--- src/rtl/gpr_win_pkg.sv ---
package gpr_win_pkg;
  localparam int NUM_PORTS = 3;  // 0: read A, 1: read B, 2: write

  typedef struct packed {
    logic                 ldCp;
    logic [NUM_PORTS-1:0] issue;
    logic                 flagErr;
  } winStrobes_t;
endpackage

--- src/rtl/gpr_win_ctrl.sv ---
module gpr_win_ctrl
  import gpr_win_pkg::*;
(
  input  logic [NUM_PORTS-1:0] reqEn,
  input  logic [NUM_PORTS-1:0] inRange,
  input  logic                 cpWrEn,
  output winStrobes_t          strb
);
  // Requests inside the RAM are issued; any enabled request outside it flags an error.
  always_comb begin
    strb.ldCp    = cpWrEn;
    strb.issue   = reqEn & inRange;
    strb.flagErr = |(reqEn & ~inRange);
  end
endmodule

--- src/rtl/gpr_win_datapath.sv ---
module gpr_win_datapath
  import gpr_win_pkg::*;
#(
  parameter int          ADDR_W    = 16,
  parameter int          IDX_W     = 4,
  parameter int unsigned RAM_BASE  = 32'hF600,
  parameter int unsigned RAM_BYTES = 2048,
  parameter int unsigned RESET_CP  = RAM_BASE,
  parameter int          WORD_W    = $clog2(RAM_BYTES / 2)
) (
  input  logic                 clk,
  input  logic                 rstN,
  input  winStrobes_t          strb,
  input  logic [ADDR_W-1:0]    cpWrData,
  input  logic [IDX_W-1:0]     idx [NUM_PORTS],
  output logic [NUM_PORTS-1:0] inRange,
  output logic [WORD_W-1:0]    wordAddrQ [NUM_PORTS],
  output logic [NUM_PORTS-1:0] strobeQ,
  output logic                 errQ,
  output logic [ADDR_W-1:0]    cpValue
);
  localparam logic [ADDR_W:0] LoBound = (ADDR_W+1)'(RAM_BASE);
  localparam logic [ADDR_W:0] HiBound = (ADDR_W+1)'(RAM_BASE + RAM_BYTES);

  logic [ADDR_W-1:0] cpReg;

  // Base pointer, kept word aligned
  always_ff @(posedge clk or negedge rstN) begin
    if (!rstN)          cpReg <= ADDR_W'(RESET_CP);
    else if (strb.ldCp) cpReg <= cpWrData & ~ADDR_W'(1);
  end
  assign cpValue = cpReg;

  a_r5_cp_aligned: assert property (@(posedge clk) disable iff (!rstN) !cpReg[0]);
  a_r6_cp_holds: assert property (@(posedge clk) disable iff (!rstN)
    !$past(strb.ldCp) |-> $stable(cpReg));

  // One address lane per request port
  for (genvar p = 0; p < NUM_PORTS; p++) begin : g_lane
    logic [ADDR_W:0] byteAddr;
    assign byteAddr   = {1'b0, cpReg} + {{(ADDR_W-IDX_W){1'b0}}, idx[p], 1'b0};
    assign inRange[p] = (byteAddr >= LoBound) && (byteAddr < HiBound);

    always_ff @(posedge clk or negedge rstN) begin
      if (!rstN) begin
        wordAddrQ[p] <= '0;
        strobeQ[p]   <= 1'b0;
      end else begin
        strobeQ[p] <= strb.issue[p];
        if (strb.issue[p]) wordAddrQ[p] <= WORD_W'((byteAddr - LoBound) >> 1);
      end
    end
  end

  always_ff @(posedge clk or negedge rstN) begin
    if (!rstN) errQ <= 1'b0;
    else       errQ <= strb.flagErr;
  end
endmodule

--- src/rtl/gpr_window.sv ---
module gpr_window
  import gpr_win_pkg::*;
#(
  parameter int          ADDR_W    = 16,
  parameter int          IDX_W     = 4,
  parameter int unsigned RAM_BASE  = 32'hF600,
  parameter int unsigned RAM_BYTES = 2048,
  parameter int unsigned RESET_CP  = RAM_BASE,
  parameter int          WORD_W    = $clog2(RAM_BYTES / 2)
) (
  input  logic              clk,
  input  logic              rstN,
  input  logic              rdEnA,
  input  logic [IDX_W-1:0]  rdIdxA,
  input  logic              rdEnB,
  input  logic [IDX_W-1:0]  rdIdxB,
  input  logic              wrEn,
  input  logic [IDX_W-1:0]  wrIdx,
  input  logic              cpWrEn,
  input  logic [ADDR_W-1:0] cpWrData,
  output logic              ramRdEnA,
  output logic [WORD_W-1:0] ramRdAddrA,
  output logic              ramRdEnB,
  output logic [WORD_W-1:0] ramRdAddrB,
  output logic              ramWrEn,
  output logic [WORD_W-1:0] ramWrAddr,
  output logic [ADDR_W-1:0] cpValue,
  output logic              rangeErr
);
  winStrobes_t          strb;
  logic [NUM_PORTS-1:0] inRange;
  logic [NUM_PORTS-1:0] strobeQ;
  logic [IDX_W-1:0]     idx [NUM_PORTS];
  logic [WORD_W-1:0]    wordAddrQ [NUM_PORTS];

  assign idx[0] = rdIdxA;
  assign idx[1] = rdIdxB;
  assign idx[2] = wrIdx;

  gpr_win_ctrl u_ctrl (
    .reqEn   ({wrEn, rdEnB, rdEnA}),
    .inRange (inRange),
    .cpWrEn  (cpWrEn),
    .strb    (strb)
  );

  gpr_win_datapath #(
    .ADDR_W(ADDR_W), .IDX_W(IDX_W), .RAM_BASE(RAM_BASE),
    .RAM_BYTES(RAM_BYTES), .RESET_CP(RESET_CP), .WORD_W(WORD_W)
  ) u_dp (
    .clk       (clk),
    .rstN      (rstN),
    .strb      (strb),
    .cpWrData  (cpWrData),
    .idx       (idx),
    .inRange   (inRange),
    .wordAddrQ (wordAddrQ),
    .strobeQ   (strobeQ),
    .errQ      (rangeErr),
    .cpValue   (cpValue)
  );

  assign ramRdEnA   = strobeQ[0];
  assign ramRdEnB   = strobeQ[1];
  assign ramWrEn    = strobeQ[2];
  assign ramRdAddrA = wordAddrQ[0];
  assign ramRdAddrB = wordAddrQ[1];
  assign ramWrAddr  = wordAddrQ[2];

  a_r2_rd_a_requested: assert property (@(posedge clk) disable iff (!rstN)
    ramRdEnA |-> $past(rdEnA));
  a_r3_rd_b_requested: assert property (@(posedge clk) disable iff (!rstN)
    ramRdEnB |-> $past(rdEnB));
  a_r4_wr_requested: assert property (@(posedge clk) disable iff (!rstN)
    ramWrEn |-> $past(wrEn));
  a_r7_err_has_cause: assert property (@(posedge clk) disable iff (!rstN)
    rangeErr |-> $past(rdEnA || rdEnB || wrEn));
  a_r8_idle_quiet: assert property (@(posedge clk) disable iff (!rstN)
    !$past(rdEnA || rdEnB || wrEn) |-> !(ramRdEnA || ramRdEnB || ramWrEn || rangeErr));
endmodule

--- config.mk ---
export PLATFORM = sky130hd
export DESIGN_NAME = gpr_window
export DESIGN_NICKNAME = d
export VERILOG_FILES = /design/src/rtl/gpr_win_pkg.sv /design/src/rtl/gpr_win_ctrl.sv /design/src/rtl/gpr_win_datapath.sv /design/src/rtl/gpr_window.sv
export SDC_FILE = /design/constraint.sdc
export NUM_CORES = 1
export LEC_CHECK = 0
export BUFFER_PORTS_ARGS = -buffer_cell sky130_fd_sc_hd__buf_2
export CAP_MARGIN = 20
export CORE_MARGIN = 8
export CORE_UTILIZATION = 25
export CTS_CLUSTER_DIAMETER = 150
export CTS_CLUSTER_SIZE = 20
export DETAILED_ROUTE_END_ITERATION = 12
export MAX_ROUTING_LAYER = met4
export PLACE_DENSITY = 0.46
export SLEW_MARGIN = 10
export SYNTH_ARGS = -nofsm -noshare
export SYNTH_HDL_FRONTEND = slang
export SYNTH_SLANG_ARGS = --single-unit
export TNS_END_PERCENT = 1
--- constraint.sdc ---
create_clock -name clk -period 5.41 [get_ports clk]
set_clock_uncertainty 0.15 [all_clocks]
set_input_delay 0.541 -clock clk [delete_from_list [all_inputs] [get_ports clk]]
set_output_delay 0.541 -clock clk [all_outputs]
set_load 0.02 [all_outputs]
### Yosys cells after proc, flatten, opt, wreduce, memory -nomap -nowiden

Cells that the tools add are included.

* add/sub/neg operators: 6
* multiply operators: 0
* div/mod/pow operators: 0
* order comparisons: 6
* eq/ne operators: 0
* shift-type cells: 0
* muxes and demuxes: 0
* bitwise operators: 3
* reduce and logical (&&, ||, !) cells: 4

Operator list (count)
* $add A16 B5 Y17: 3
* $ge A17 B16 Y1 const B: 3
* $lt A17 B16 Y1 const B: 3
* $sub A11 B11 Y11 const B: 3
* $and A3 B3 Y3: 2
* $logic_and A1 B1 Y1: 3
* $not A3 Y3: 1
* $reduce_or A3 Y1: 1

* register bits: 49
* latch bits: 0
* memory bits (writable): 0
* ROM bits: 0
* bits of input ports: 34
* output and inout port bits: 50
* word-level logic and storage cells: 27
* memories: 0

### Logic depth before layout (Yosys ltp)

Gate-level depths: netlist (run 1).

* depth in word-level cells: 6
* mapped depth: 16
* mapped depth without buffers: 15

### Modules after synthesis

A second synthesis (run 1) with hierarchy kept.

* cell total of the unflattened synthesis: 277
* area total of the unflattened synthesis: 2906.5 um^2

Modules (own cells, without submodules)
* gpr_win_datapath: instances 1, cells an instance 269, area an instance 2850.2 um^2, seq. area each 1233.7 um^2
* gpr_win_ctrl: instances 1, cells an instance 8, area an instance 56.3 um^2, seq. area each 0.0 um^2

### Worst setup path after synthesis (run 1)

Ideal clock, no wire load.

* kind: flip-flop to flip-flop
* start point: reg u_dp.cpReg[1] (netlist: u_dp.cpValue[1])
* end point: reg u_dp.wordAddrQ[20] (netlist name)
* library setup time: 0.125 ns
* data arrival time: 3.461 ns
* required time: 5.135 ns
* path slack: 1.674 ns
* stages on the path, launching flop included: 17
* path buffers: 1
* clock period less this slack: 3.736 ns
* path through: dfrtp_1 -> ha_1 -> inv_1 -> fa_1 -> nand2b_1 -> o2bb2ai_1 -> nor2_1 -> xor2_1 -> ha_1 -> nand2_1 -> nor2_1 -> o22a_1 -> a211o_1 -> a31oi_1 -> or4_4 -> buf_6 -> mux2_4

* cells in the longest elaborated chain, start to end: 4
* elaborated cells between the ends (all ways): 6
* classes of those cells: add/sub (2); order compare (2); bitwise (1); reduce/logical (1)

RTL lines
* from (decl): RTL line gpr_win_datapath.sv:25 `logic [ADDR_W-1:0] cpReg;`
* from (signal assigned): RTL line gpr_win_datapath.sv:29 `if (!rstN) cpReg <= ADDR_W'(RESET_CP);`
* from (signal assigned): RTL line gpr_win_datapath.sv:30 `else if (strb.ldCp) cpReg <= cpWrData & ~ADDR_W'(1);`
* $add A16 B5 Y17 (*): RTL line gpr_win_datapath.sv:41 `assign byteAddr = {1'b0, cpReg} + {{(ADDR_W-IDX_W){1'b0}}, idx[p], 1'b0};`
* $ge A17 B16 Y1 / $lt A17 B16 Y1 (equally long branches): RTL line gpr_win_datapath.sv:42 `assign inRange[p] = (byteAddr >= LoBound) && (byteAddr < HiBound);`
* $logic_and A1 B1 Y1: RTL line gpr_win_datapath.sv:42
* $and A3 B3 Y3: RTL line gpr_win_ctrl.sv:12 `strb.issue = reqEn & inRange;`
* to (signal, indexed assignment): RTL line gpr_win_datapath.sv:50 `if (strb.issue[p]) wordAddrQ[p] <= WORD_W'((byteAddr - LoBound) >> 1);`
* to (decl): RTL line gpr_win_datapath.sv:17 `output logic [WORD_W-1:0] wordAddrQ [NUM_PORTS],`

Mark *: on every way between the ends. The rest lies on a longest branch, timed or not.
A chain may end at the register's enable or synchronous reset.

### Final worst setup path (run 1)

* start point: reg u_dp.cpReg[2] (netlist: u_dp.cpValue[2])
* end point: reg u_dp.wordAddrQ[29] (netlist name)

Same word-level chain as after synthesis.

==> impl_metrics.ini, run 1 <==
[status]
status = finished, final reports clean

[placement]
post-dp-hpwl_um = 6340
io_buffers = 81
dp_cells = 481
pre_cts_ws_ps = 1240
place.gp.congestion = 0.829
place_area_mm2 = 0.00350

[route]
drc = 0
drt-vias-per-instance = 4.53
num_vias = 2215
drt_first_pass_iters = 6
routed_wl_um = 8100
drt_iter0_drc = 91
post_drt_wl_per_cell_um = 16.6
drtAntennaViolNets = 0

[timing]
setup_viol = 0
timing.setup.tns_ps = 0
relSlewSlack_pct = 49.7
rsz0062_at_grt = no
max_freq_mhz = 247
fin_ws_ps = 1360
hold_viol_final = 0
min_period_over_period_pct = 74.8
fin_crit_ps = 4050
tightest_slew_ps = 755
drv_slew = 0
hold_slack_ps = 203

[synthesis]
synth-edff-count = 0
synth_nets = 320
synth_ff_type = dfrtp_1
synth_top_area_share_pct = 35.8
synthTopCellsByCount = 43 x dfrtp_1, 20 x xnor2_1, 15 x ha_1, 15 x nand2_1, 14 x mux2_2
synth_seq_cells = 49
synthDistinctLibCells = 52
yosys-top-cells-area = dfrtp_1 36%, mux2_4 6.5%, ha_1 6.2%
synth_cells = 268
yosys_warnings = 0
synth_area_mm2 = 0.00301
synth_top_area_cell = dfrtp_1
synth-async-reset-ratio_pct = 100
yosysSeqAreaShare_pct = 41.0
yosysMostFrequentCell = dfrtp_1
synth_area_per_cell_um2 = 11.2

[setup_path]
r2r_end = u_dp.wordAddrQ[29]
arrival_ps = 4070
cp-end-kind = flop
crit_fanout = 11
rrSetupSlack_ps = 1360
path_class = reg -> reg
rr_startpoint = u_dp.cpValue[2]
cp-endpoint = u_dp.wordAddrQ[29]
r2r_cells = 14
required_ps = 5430
critPathLaunchType = flop
cp-startpoint = u_dp.cpValue[2]

[clocking]
post_cts_resized = 0
clk_path_buf_depth = 2
ctsRootBufferMaster = clkbuf_16
cts_hold_buf = 0
clk_pin_slew_ps = 70
clock_latency_ps = 290
clock_sinks = 49
post-cts-setup-buffers = 0
cts_tree = built
numCtsBuffers = 5
htree_levels = 2

[layout]
area_growth_pct = 21.2
drive_gt1_share_pct = 38.3
n_antenna_cell = 0
nets = 393
fillerInstances = 1262
final_area_mm2 = 0.00364
utilization_pct = 30.7
stdcell_count = 489

[global_routing]
grt_usage_pct = 10.8
grt_antenna_before_repair = 0
grt_pass1_wl_um = 13100
overflow = 0
grt_max_degree = 50
grt_pass1_vias = 2390

[die]
ios = 84
initial_core_util_pct = 25.3
die_w_um = 126
die_h_um = 126
row_count = 40
die_area_mm2 = 0.0158
core_mm2 = 0.0119

[flow_run]
max-cap-violations = 0

[pwr]
leakage_nw = 1.78
p_total_mw = 1.36
p_per_area_mw_per_mm2 = 372
ir_drop_v = 0.000112

[min_path]
hold_class = in -> async
routing by layer:
| metal | vias to the layer above | wire length [um] | GRT usage, % |
|---|---|---|---|
| met5 | - | 0 | - |
| met4 | 0 | 141 | 3.94 |
| met3 | 11 | 181 | 1.65 |
| met2 | 45 | 3830 | 17.4 |
| met1 | 1083 | 3950 | 13.4 |
| li1 | 1076 | - | - |
worst min-delay path by stage:
stage | start | slack, ps | end | cells past startpoint
3_3_place_gp | u_dp.wordAddrQ[3] | 320 | u_dp.wordAddrQ[3] | 1
5_1_grt | rstN | 270 | u_dp.wordAddrQ[0] | 2
3_5_place_dp | u_dp.wordAddrQ[7] | 320 | u_dp.wordAddrQ[7] | 1
2_1_floorplan | rstN | 100 | u_dp.cpValue[11] | 0
6_report | rstN | 200 | u_dp.wordAddrQ[0] | 2
4_1_cts | rstN | 230 | u_dp.wordAddrQ[26] | 2
area by class of cell:
| cell class | count | area [um2] | area share (%) |
|---|---|---|---|
| clock buffers | 7 | 133 | 3.64 |
| clock inverters | 1 | 7.51 | 0.206 |
| inverters | 12 | 45.0 | 1.24 |
| multi-input cells | 191 | 1630 | 44.7 |
| flip-flops and latches | 49 | 1230 | 33.8 |
| well taps | 147 | 184 | 5.05 |
| repair buffers | 82 | 413 | 11.3 |
worst max-delay path: stages, from the launching register on:
cell and delay, ps:
dfrtp_1 550, inv_1 130, fa_1 430, nand2b_1 170, o2bb2ai_1 300, nor2_1 200
xor2_1 210, ha_1 240, nand2_1 90, nor2_1 110, o22a_1 150, a211o_1 100
a31oi_1 50, or4_4 700, mux2_1 350
cell usage in the layout, fill, tap and decap left out, drive strengths merged, types with 2 or more instances in the layout:
master,Yosys,final
buf,10,82
dfrtp,43,43
mux2,37,37
xnor2,20,20
nand2,15,15
ha,15,15
nor2,13,13
xor2,12,12
inv,12,12
nand3,11,11
o21ai,10,10
clkbuf,6,7
a21oi,6,6
dfstp,6,6
a21o,4,4
nand2b,4,4
a211oi,4,4
o21bai,3,3
and2,3,3
mux2i,3,3
fa,3,3
and3,2,2
or2,2,2
o221ai,2,2
nor3,2,2
nand4,2,2
o31ai,2,2
nor4,2,2
report_power, final:
group | total (mW) | switching, mW | internal [mW] | leakage [nW]
combinational | 0.503 | 0.287 | 0.216 | 1.11
clock | 0.310 | 0.138 | 0.172 | 0.0641
sequential | 0.543 | 0.0751 | 0.468 | 0.602
registers in the layout, summed over array words and instances, names as in the netlist:
| register | count |
|---|---|
| u_dp.cpValue | 15 |
| u_dp.errQ | 1 |
| u_dp.strobeQ | 3 |
| u_dp.wordAddrQ | 30 |
cells by family (layout without fill, tap and decap cells):
kind of cell	Yosys count	after routing	share of synthesized area [%]
adder cells (fa/ha/maj)	18	18	8.24
buffers and inverters	28	102	4.79
XOR/XNOR	32	32	9.32
multiplexers	40	40	16.5
AND/OR/NAND/NOR	60	60	10.4
AO/OA/AOI/OAI	40	40	9.57
other	1	1	0.125
flip-flops	49	49	41.0
No activity file was read; power rests on OpenSTA's default activity.
==> run 2, diff against run 1 <==
Clock period 5.41 ns to 3.9 ns, I/O delays scaled along.
==> run 2 against run 1 <==
Sequential power rose by 37%. Sequential cell count did not move. First-iteration DRC count rose by 5.5%. Fmax rose by 9.7%. Clock-buffer cell count did not move. Combinational power rose by 48%. Total power rose by 48%. Non-clock buffer count rose by 16.
==> impl_metrics.ini, run 2 (synthesis gave the netlist of run 1 again) <==
[status]
status = finished, final reports clean

[global_routing]
grt_antenna_before_repair = 0
grt_usage_pct = 11.0
grt_pass1_vias = 2507
overflow = 0
grt_pass1_wl_um = 13500
grt_max_degree = 37

[route]
num_vias = 2306
routed_wl_um = 8630
drt_iter0_drc = 96
drt_first_pass_iters = 4
drtAntennaViolNets = 0
drc = 0
drt-vias-per-instance = 4.56
post_drt_wl_per_cell_um = 17.1

[clocking]
clk_path_buf_depth = 2
numCtsBuffers = 5
clock_sinks = 49
clk_pin_slew_ps = 70
clock_latency_ps = 290
cts_tree = built
cts_hold_buf = 0
ctsRootBufferMaster = clkbuf_16
htree_levels = 2

[timing]
fin_ws_ps = 212
drv_slew = 0
max_freq_mhz = 271
hold_viol_final = 0
relSlewSlack_pct = 42.9
tightest_slew_ps = 857
setup_viol = 0
min_period_over_period_pct = 94.6
fin_crit_ps = 3690
timing.setup.tns_ps = 0
rsz0062_at_grt = yes
hold_slack_ps = 58.0

[placement]
place.gp.congestion = 0.844
dp_cells = 493
post-dp-hpwl_um = 6660
pre_cts_ws_ps = 31.6
place_area_mm2 = 0.00359
io_buffers = 81

[min_path]
hold_class = in -> async

[setup_path]
max_stage_delay_ps = 550
crit_fanout = 6
cp_slowest_cell = or4_4
crit_top_cell = nor2_1
required_ps = 3920
cp-end-kind = flop
crit_chain = ha_1, inv_1, fa_1, nand2b_1, o2bb2ai_1, nor2_1, xor2_1, ha_2, nand2_1, nor2_1, o22a_1, a211o_1, a31oi_4, or4_4, mux2_1
arrival_ps = 3710
critPathLaunchType = flop
path_class = reg -> reg

[die]
die_h_um = 126
die_w_um = 126
core_mm2 = 0.0119
die_area_mm2 = 0.0158
ios = 84
initial_core_util_pct = 25.3
row_count = 40

[layout]
final_common_cell = buf_2
final_area_mm2 = 0.00383
drive_gt1_share_pct = 42.3
largest_reg_flops = 30
stdcell_count = 506
fillerInstances = 1226
final_cell_mix = 81 x buf_2, 43 x dfrtp_1, 20 x xnor2_1, 17 x buf_4, 15 x nand2_1
area_growth_pct = 27.3
top_register = u_dp.wordAddrQ
n_antenna_cell = 0
nets = 410

[pwr]
intPower_mw = 1.29
switching_share_pct = 35.5
clkPwrFrac_pct = 25.7
ir_drop_v = 0.000208
combPwrFrac_pct = 37.1
leakage_nw = 1.87
seq_power_share_pct = 37.2
p_switching_mw = 0.710
p_per_area_mw_per_mm2 = 523

[flow_run]
max-cap-violations = 0
==> run 2: changes by cell type in the layout (fill, tap and decap cells not counted), sizes merged <==
cell and change:
bufinv +1, clkinvlp -1, buf +16, or4 +1
==> run 2: final timing paths <==
check	startpoint	end	slack, ps	depth (start not counted)
max in group asynchronous	rstN	u_dp.wordAddrQ[16]	2820	2
min in group clk	cpWrData[2]	u_dp.cpValue[2]	160	3
worst max-delay path	u_dp.cpValue[1]	u_dp.wordAddrQ[29]	210	15
worst min register to register	u_dp.wordAddrQ[5]	u_dp.wordAddrQ[5]	340	1
worst max register to register	u_dp.cpValue[1]	u_dp.wordAddrQ[29]	210	15
worst min-delay path	rstN	u_dp.wordAddrQ[0]	60	1
==> run 2: power groups by stage <==
stage                     clock network (mW)  registers (mW)  logic (mW)
after detailed placement                   0           0.755       0.746
after CTS                              0.527           0.747       0.749
after global placement                     0           0.753       0.737
after global routing                   0.542           0.767       0.805
after floorplan                            0           0.900       0.318
final                                  0.514           0.744       0.743
==> run 2: layer usage <==
layer  GRT usage, %  vias to the layer above  share of wire [%]
li1               -                     1119                  -
met1           13.6                     1101                 46
met2           17.8                       73                 47
met3           1.39                       13                3.9
met4           4.80                        0                2.5
met5              -                        -                  0
==> run 2: worst max-delay path: cells and delay by family, from the launching register on <==
kind,cells,cell delay (ps)
multiplexers,1,340
flip-flops,1,400
buffers and inverters,1,50
AO/OA/AOI/OAI,4,500
XOR/XNOR,1,210
adder cells (fa/ha/maj),3,860
AND/OR/NAND/NOR,5,1060
==> run 2: timing repair <==
| action | in CTS | in global routing |
|---|---|---|
| hold endpoints to repair | 0 | 0 |
| buffers inserted | 0 | 4 |
| resized for setup | 0 | 5 |
| endpoints found under the setup margin | 0 | 11 |
==> run 2: area by class of cell <==
cell class,count,area (um2),area share [%]
Clock inverter,1,30.0,0.785
Inverter,12,45.0,1.18
Clock buffer,7,143,3.73
Tap cell,147,184,4.81
Multi-Input combinational cell,192,1660,43.3
Timing Repair Buffer,98,533,13.9
Sequential cell,49,1230,32.2
==> run 2: per-stage QoR <==
stage | power, mW | util (%)
floorplan | 1.22 | -
global placement | 1.49 | 30.3
detailed placement | 1.50 | 30.3
CTS | 2.02 | 31.8
global route | 2.11 | 32.3
finish | 2.00 | 32.3
